File: src/rtl/irq_router.sv
module irq_router #(
  parameter int AW = 6,
  parameter int NEV = 8,
  parameter logic [NEV-1:0] DATA_CLASS = 8'b1000_0011,
  parameter logic [AW-1:0] A_EN = 6'h2E,
  parameter logic [AW-1:0] A_MAP = 6'h2F,
  parameter logic [AW-1:0] A_SRC = 6'h30,
  parameter logic [AW-1:0] A_FMT = 6'h31,
  parameter logic [AW-1:0] A_DLO = 6'h32,
  parameter logic [AW-1:0] A_DHI = 6'h37,
  parameter int INV_BIT = 5
) (
  input  logic           clk,
  input  logic           rst_n,
  input  logic [NEV-1:0] evt_i,
  input  logic           reg_wr,
  input  logic           reg_rd,
  input  logic [AW-1:0]  reg_addr,
  input  logic [NEV-1:0] reg_wdata,
  output logic [NEV-1:0] reg_rdata,
  output logic           int1_o,
  output logic           int2_o
);
  logic [NEV-1:0] en_q, map_q, src_q, arm_q;
  logic           inv_q;

  wire src_rd  = reg_rd && (reg_addr == A_SRC);
  wire data_rd = reg_rd && (reg_addr >= A_DLO) && (reg_addr <= A_DHI);

  always_ff @(posedge clk or negedge rst_n) begin
    if (!rst_n) begin
      en_q  <= '0;
      map_q <= '0;
      inv_q <= 1'b0;
    end else if (reg_wr) begin
      if (reg_addr == A_EN)  en_q  <= reg_wdata;
      if (reg_addr == A_MAP) map_q <= reg_wdata;
      if (reg_addr == A_FMT) inv_q <= reg_wdata[INV_BIT];
    end
  end

  for (genvar i = 0; i < NEV; i++) begin : g_src
    if (DATA_CLASS[i]) begin : g_data
      wire armed = arm_q[i] || (data_rd && src_q[i]);
      always_ff @(posedge clk or negedge rst_n) begin
        if (!rst_n) begin
          src_q[i] <= 1'b0;
          arm_q[i] <= 1'b0;
        end else if (evt_i[i]) begin
          src_q[i] <= 1'b1;
          arm_q[i] <= armed;
        end else if (armed) begin
          src_q[i] <= 1'b0;
          arm_q[i] <= 1'b0;
        end
      end
    end else begin : g_strobe
      always_ff @(posedge clk or negedge rst_n) begin
        if (!rst_n) src_q[i] <= 1'b0;
        else        src_q[i] <= evt_i[i] || (src_q[i] && !src_rd);
      end
      assign arm_q[i] = 1'b0;
    end
  end

  wire [NEV-1:0] live = src_q & en_q;
  assign int1_o = inv_q ^ |(live & ~map_q);
  assign int2_o = inv_q ^ |(live & map_q);

  always_comb begin
    unique case (reg_addr)
      A_EN:    reg_rdata = en_q;
      A_MAP:   reg_rdata = map_q;
      A_SRC:   reg_rdata = src_q;
      A_FMT:   reg_rdata = NEV'(inv_q) << INV_BIT;
      default: reg_rdata = '0;
    endcase
  end
endmodule

File: config.mk
export PLATFORM = sky130hd
export DESIGN_NAME = irq_router
export DESIGN_NICKNAME = d
export VERILOG_FILES = /design/src/rtl/irq_router.sv
export SDC_FILE = /design/constraint.sdc
export NUM_CORES = 1
export LEC_CHECK = 0
export CORE_MARGIN = 3
export CORE_UTILIZATION = 52
export DETAILED_ROUTE_END_ITERATION = 10
export PLACE_DENSITY = 0.86
export SLEW_MARGIN = 40
export SYNTH_ARGS = -nofsm -noshare
export SYNTH_HDL_FRONTEND = slang
export SYNTH_SLANG_ARGS = --single-unit
File: constraint.sdc
create_clock -name clk -period 4.2 [get_ports clk]
set_input_delay 0.84 -clock clk [delete_from_list [all_inputs] [get_ports clk]]
set_output_delay 0.84 -clock clk [all_outputs]
set_load 0.02 [all_outputs]
# Yosys cells after proc, flatten, opt, wreduce, memory -nomap -nowiden

Index checks and enable logic that the tools add are counted.

$lt $le $gt $ge: 2
Equality and inequality tests: 4
Mux-type cells: 10
Bitwise gates (word level): 6
Reduce and logical (&&, ||, !) cells: 28

Operators with widths:

| operator           | count |
|---|---|
| $pmux 8 s4         | 1 |
| $and 8x8->8        | 3 |
| $eq 6x6->1 const B | 4 |
| $reduce_or 8->1    | 2 |
| $logic_and 1x1->1  | 11 |
| $mux 1             | 9 |
| $logic_or 1x1->1   | 8 |
| $not 8->8          | 1 |
| $ge 6x6->1 const B | 1 |
| $le 6x6->1 const B | 1 |
| $reduce_and 2->1   | 3 |
| $reduce_bool 2->1  | 3 |
| $xor 1x1->1        | 2 |
| $logic_not 1->1    | 1 |

Register bits: 28
Input port bits: 26
Output and inout port bits: 10
Word-level logic and storage cells: 64

# Depth between registers and ports, before layout

Word-level depth: 7
Mapped depth: 5
Gate-level depth less buffers: 4

# Worst setup path after synthesis

No wires, ideal clock.

Kind: input to output
From: in reg_addr[0]
To: out reg_rdata[0]
Data arrival time: 1819 ps
Data required time: 3360 ps
Slack: 1541 ps
Cell stages on the path: 4
Buffers on the path: 1
Cells stage by stage: clkbuf_1 -> nor4_2 -> a22oi_1 -> nand2_1

Longest elaborated chain between the ends: 2
Elaborated cells on any way between the ends: 5
Those cells by class: eq/ne (4); mux (1)

RTL lines:

| item               | RTL line | text |
|---|---|---|
| start: declaration | 18       | `input logic [AW-1:0] reg_addr,` |
| $eq 6x6->1         | 71       | `unique case (reg_addr)` |
| $pmux 8 s4 (*)     | 71       |  |
| end: declaration   | 20       | `output logic [NEV-1:0] reg_rdata,` |

Mark *: on every way between the ends. The rest lies on a longest branch, timed or not.

# Worst setup path in the final report

From: in reg_addr[2]
To: out reg_rdata[6]

Same word-level chain as after synthesis.

==> metrics.md <==
| Metric | Value |
|---|---|
| Gate power share | 24.9% |
| Share of cells above drive strength 1 | ~17% |
| Worst setup EP type | output pin |
| Largest net degree at the start of global routing | 29 |
| Final nets | 196 |
| Clock Skew | 0.0004736 ns |
| Die Wd | 59.06 µm |
| Leakage | 0.8454 nW |
| DIE AREA | roughly 3500 µm² |
| Number of vias per cell | 5.929 |
| Final-layout fill cell count | 196 |
| Initial DRC Count | 42 |
| Final period util | 89.04% |
| Clk pwr share | 19.0% |
| Synth area leader | dfrtp_1 |
| Port Buffers | 35 |
| Final Instance Area | 1871 µm² |
| Initial DRT Pass Iterations | 4 |
| CTS Sinks | 28 |
| Ordered list of cells on the worst path | clkdlybuf4s50_1 -> and4b_1 -> and3_1 -> a22oi_1 -> nand2_1 -> clkdlybuf4s50_1 |
| Worst hold-check path type | flop to flop |
| H-tree depth | 1 |
| Remaining Overflow, GRT | 0 |
| CP max FO | 8 |
| Critical Path Start | reg_addr[2] |
| DP Area | 1848 µm² |
| Worst EP required | approximately 3.4 ns |
| R2R cell count | 1 |
| Initial Util | 57.02% |
| Total GRT Usage | 22.16% |
| Crit path max-delay cell type | clkdlybuf4s50_1 |
| Via count | 1174 |
| Gp weighted congestion | 0.7830 |
| Mapped Area | roughly 1500 µm² |
| Fin util | 72.86% |
| Clk buf depth | 2 |
| Crit-path most repeated cell | clkdlybuf4s50_1 |
| First-pass GRT wire length | roughly 5900 µm |
| Dpl hpwl | 2561 µm |
| Switching Power | 159.3 µW |
| Final min period | 3.740 ns |
| Synth area leaders | dfrtp_1, mux2_4, nand2_1 |
| Distinct cell type count after synthesis | 27 |
| Int Power | 414.4 µW |
| Power Dens Cells | 306.7 nW/µm² |
| Resize count post-CTS | 0 |
| FF-to-FF setup slack | roughly 3.4 ns |
| Unrepaired setup endpoints after global routing | no |
| Wire per inst | 17.48 µm |
| N_diodes | 0 |
| Net Count, Synth | 157 |
| Levels on crit path | 6 |
| Final count of negative-setup-slack endpoints | 0 |
| Cts hold-fix bufs | 0 |
| P&R area growth vs syn | 27.78% |
| Status | finished clean |
| Reg2reg end | inv_q$_DFFE_PN0P_ |
| Core Footprint | 2567 µm² |
| F_max | 267.4 MHz |
| Seq pwr share | 56.1% |
| Commonest non-fill, non-tap cell in the layout | clkdlybuf4s50_1 |
| Sequential area share after synthesis | 47.86% |
| Io pins | 36 |
| TritonCTS clock tree | built |
| Rows | 18 |
| Worst-margin pin slew | 0.4200 ns |
| Worst-Skew Late Latency | 0.32 ns |
| Clock Pin Slew Worst Setup and Hold Paths | 0.14 ns |
| WL met3 | 196 µm |
| Most frequent cells in the layout | clkdlybuf4s50_1, dfrtp_1, nand2_1, mux2_4, nand3_1 |
| CP bufs+invs | 2 |
| Peak VDD IR | 0.2254 mV |
| Hold path startpoint | arm_q[1]$_DFFE_PN0P_ |
| Vias in the first global route | between 1000 and 1500 |
| Max Cap Viol | 0 |
| Cells after Synth | 131 |
| CTS root buf | clkbuf_4 |
| Met2 wire len | about 1700 µm |
| Antenna violations before repair | 0 |
| Final hold vios | 0 |
| Synthesis Warnings | 0 |
| #FFs+latches synth | 28 |
| Critical Path Sink | reg_rdata[6] |
| Largest delay share family, worst path | buffers and inverters |
| CP Class | input pin to output pin |
| Avg Cell Area, Syn | 11.17 µm² |
| Startpoint types | input pin |
| Crit path DAT | slightly below 3 ns |
| Synth top area share | 47.86% |
| DP Cell Count | 195 |
| Setup Fix Bufs, Post-CTS | 0 |
| Switching part of the total power | 27.76% |
| DRC errors left | 0 |
| Die H | 59.06 µm |
| Final non-filler cell total | 198 |
| Final TNS setup | 0 ns |
| Routed Antenna Nets | 0 |
| Routed length on met1 | roughly 1500 µm |
| Final Routed Wirelength | between 3000 and 4000 µm |
| Max Slew Vio Count | 0 |
| Uppermost layer routed | met4 |
| Headroom to the max-slew limit | between 70% and 80% |
| CTS Buf Count | 3 |
| Worst path max stage delay | about 0.61 ns |
| Reg-to-Reg Start | inv_q$_DFFE_PN0P_ |
worst min path at each step:
| stage | end | slack (ns) | cells past startpoint |
|---|---|---|---|
| 6_report | arm_q[1]$_DFFE_PN0P_ | 0.54 | 2 |
| 5_1_grt | arm_q[7]$_DFFE_PN0P_ | 0.58 | 2 |
| 4_1_cts | arm_q[7]$_DFFE_PN0P_ | 0.55 | 2 |
| 3_5_place_dp | arm_q[7]$_DFFE_PN0P_ | 0.52 | 2 |
| 3_3_place_gp | arm_q[0]$_DFFE_PN0P_ | 0.50 | 2 |
| 2_1_floorplan | arm_q[0]$_DFFE_PN0P_ | 0.48 | 2 |
synth_stat cells, drive strengths merged:
| cell | count |
|---|---|
| clkbuf | 1 |
| nand2b | 1 |
| mux2i | 2 |
| mux2 | 17 |
| and3b | 1 |
| nand3b | 2 |
| nor2 | 3 |
| a22oi | 7 |
| and3 | 1 |
| nand2 | 26 |
| a21oi | 3 |
| nor4 | 2 |
| dfrtp | 28 |
| nand4 | 2 |
| a31o | 3 |
| o22ai | 5 |
| a21o | 5 |
| xnor2 | 2 |
| buf | 2 |
| nor2b | 4 |
| nand3 | 8 |
| o21ai | 1 |
| and4b | 2 |
| inv | 3 |
worst min-delay path, cell delays in order (launching register included):
cell,delay [ns]
dfrtp_1,0.38
a21oi_1,0.05
nor2b_1,0.09
layout make-up:
type | instances | area [µm²] | area share, %
timing repair buffer | 37 | 365.4 | 19.53
inverter | 3 | 11.26 | 0.6020
tap | 30 | 37.54 | 2.007
multi-input combinational | 97 | 733.2 | 39.20
sequential | 28 | 700.7 | 37.46
clock buffer | 3 | 22.52 | 1.204
stage by stage:
step           setup slack (ns)  total power, mW  hold WS, ns
2_1_floorplan             1.541           0.4006       0.4844
3_3_place_gp             0.5513           0.4629       0.5029
3_5_place_dp             0.4875           0.4686       0.5165
4_1_cts                  0.4591           0.5763       0.5511
5_1_grt                  0.3219           0.6019       0.5843
6_report                 0.4601           0.5737       0.5437
power by group through the flow:
stage / Sequential (mW) / Clock (mW) / Combinational (mW)
4_1_cts: 0.321 / 0.111 / 0.144
3_3_place_gp: 0.324 / 0 / 0.139
3_5_place_dp: 0.327 / 0 / 0.142
6_report: 0.322 / 0.109 / 0.143
5_1_grt: 0.326 / 0.122 / 0.154
2_1_floorplan: 0.319 / 0 / 0.0818
metal layers:
metal / GRT usage, % / vias to the layer above
li1: - / 548
met1: 28.45 / 583
met2: 38.33 / 37
met3: 3.486 / 6
met4: 6.796 / 0
met5: 0 / -
flip-flops by register name, summed over array words and instances (netlist names):
name	flops
inv_q	1
map_q	8
arm_q	3
en_q	8
src_q	8
logic make-up (layout without fill, tap and decap cells):
family                    count (synthesis)  after routing  share of synthesized area, %
xor gates and xnor gates                  2              2                         1.197
DFF                                      28             28                         47.86
AOI/OAI and AO/OA                        24             24                         11.45
muxes                                    19             19                         18.55
and+or+nand+nor                          52             52                         18.89
buffers and inverters                     6             43                         2.051
Note: power is estimated with default switching activity, not from simulation.
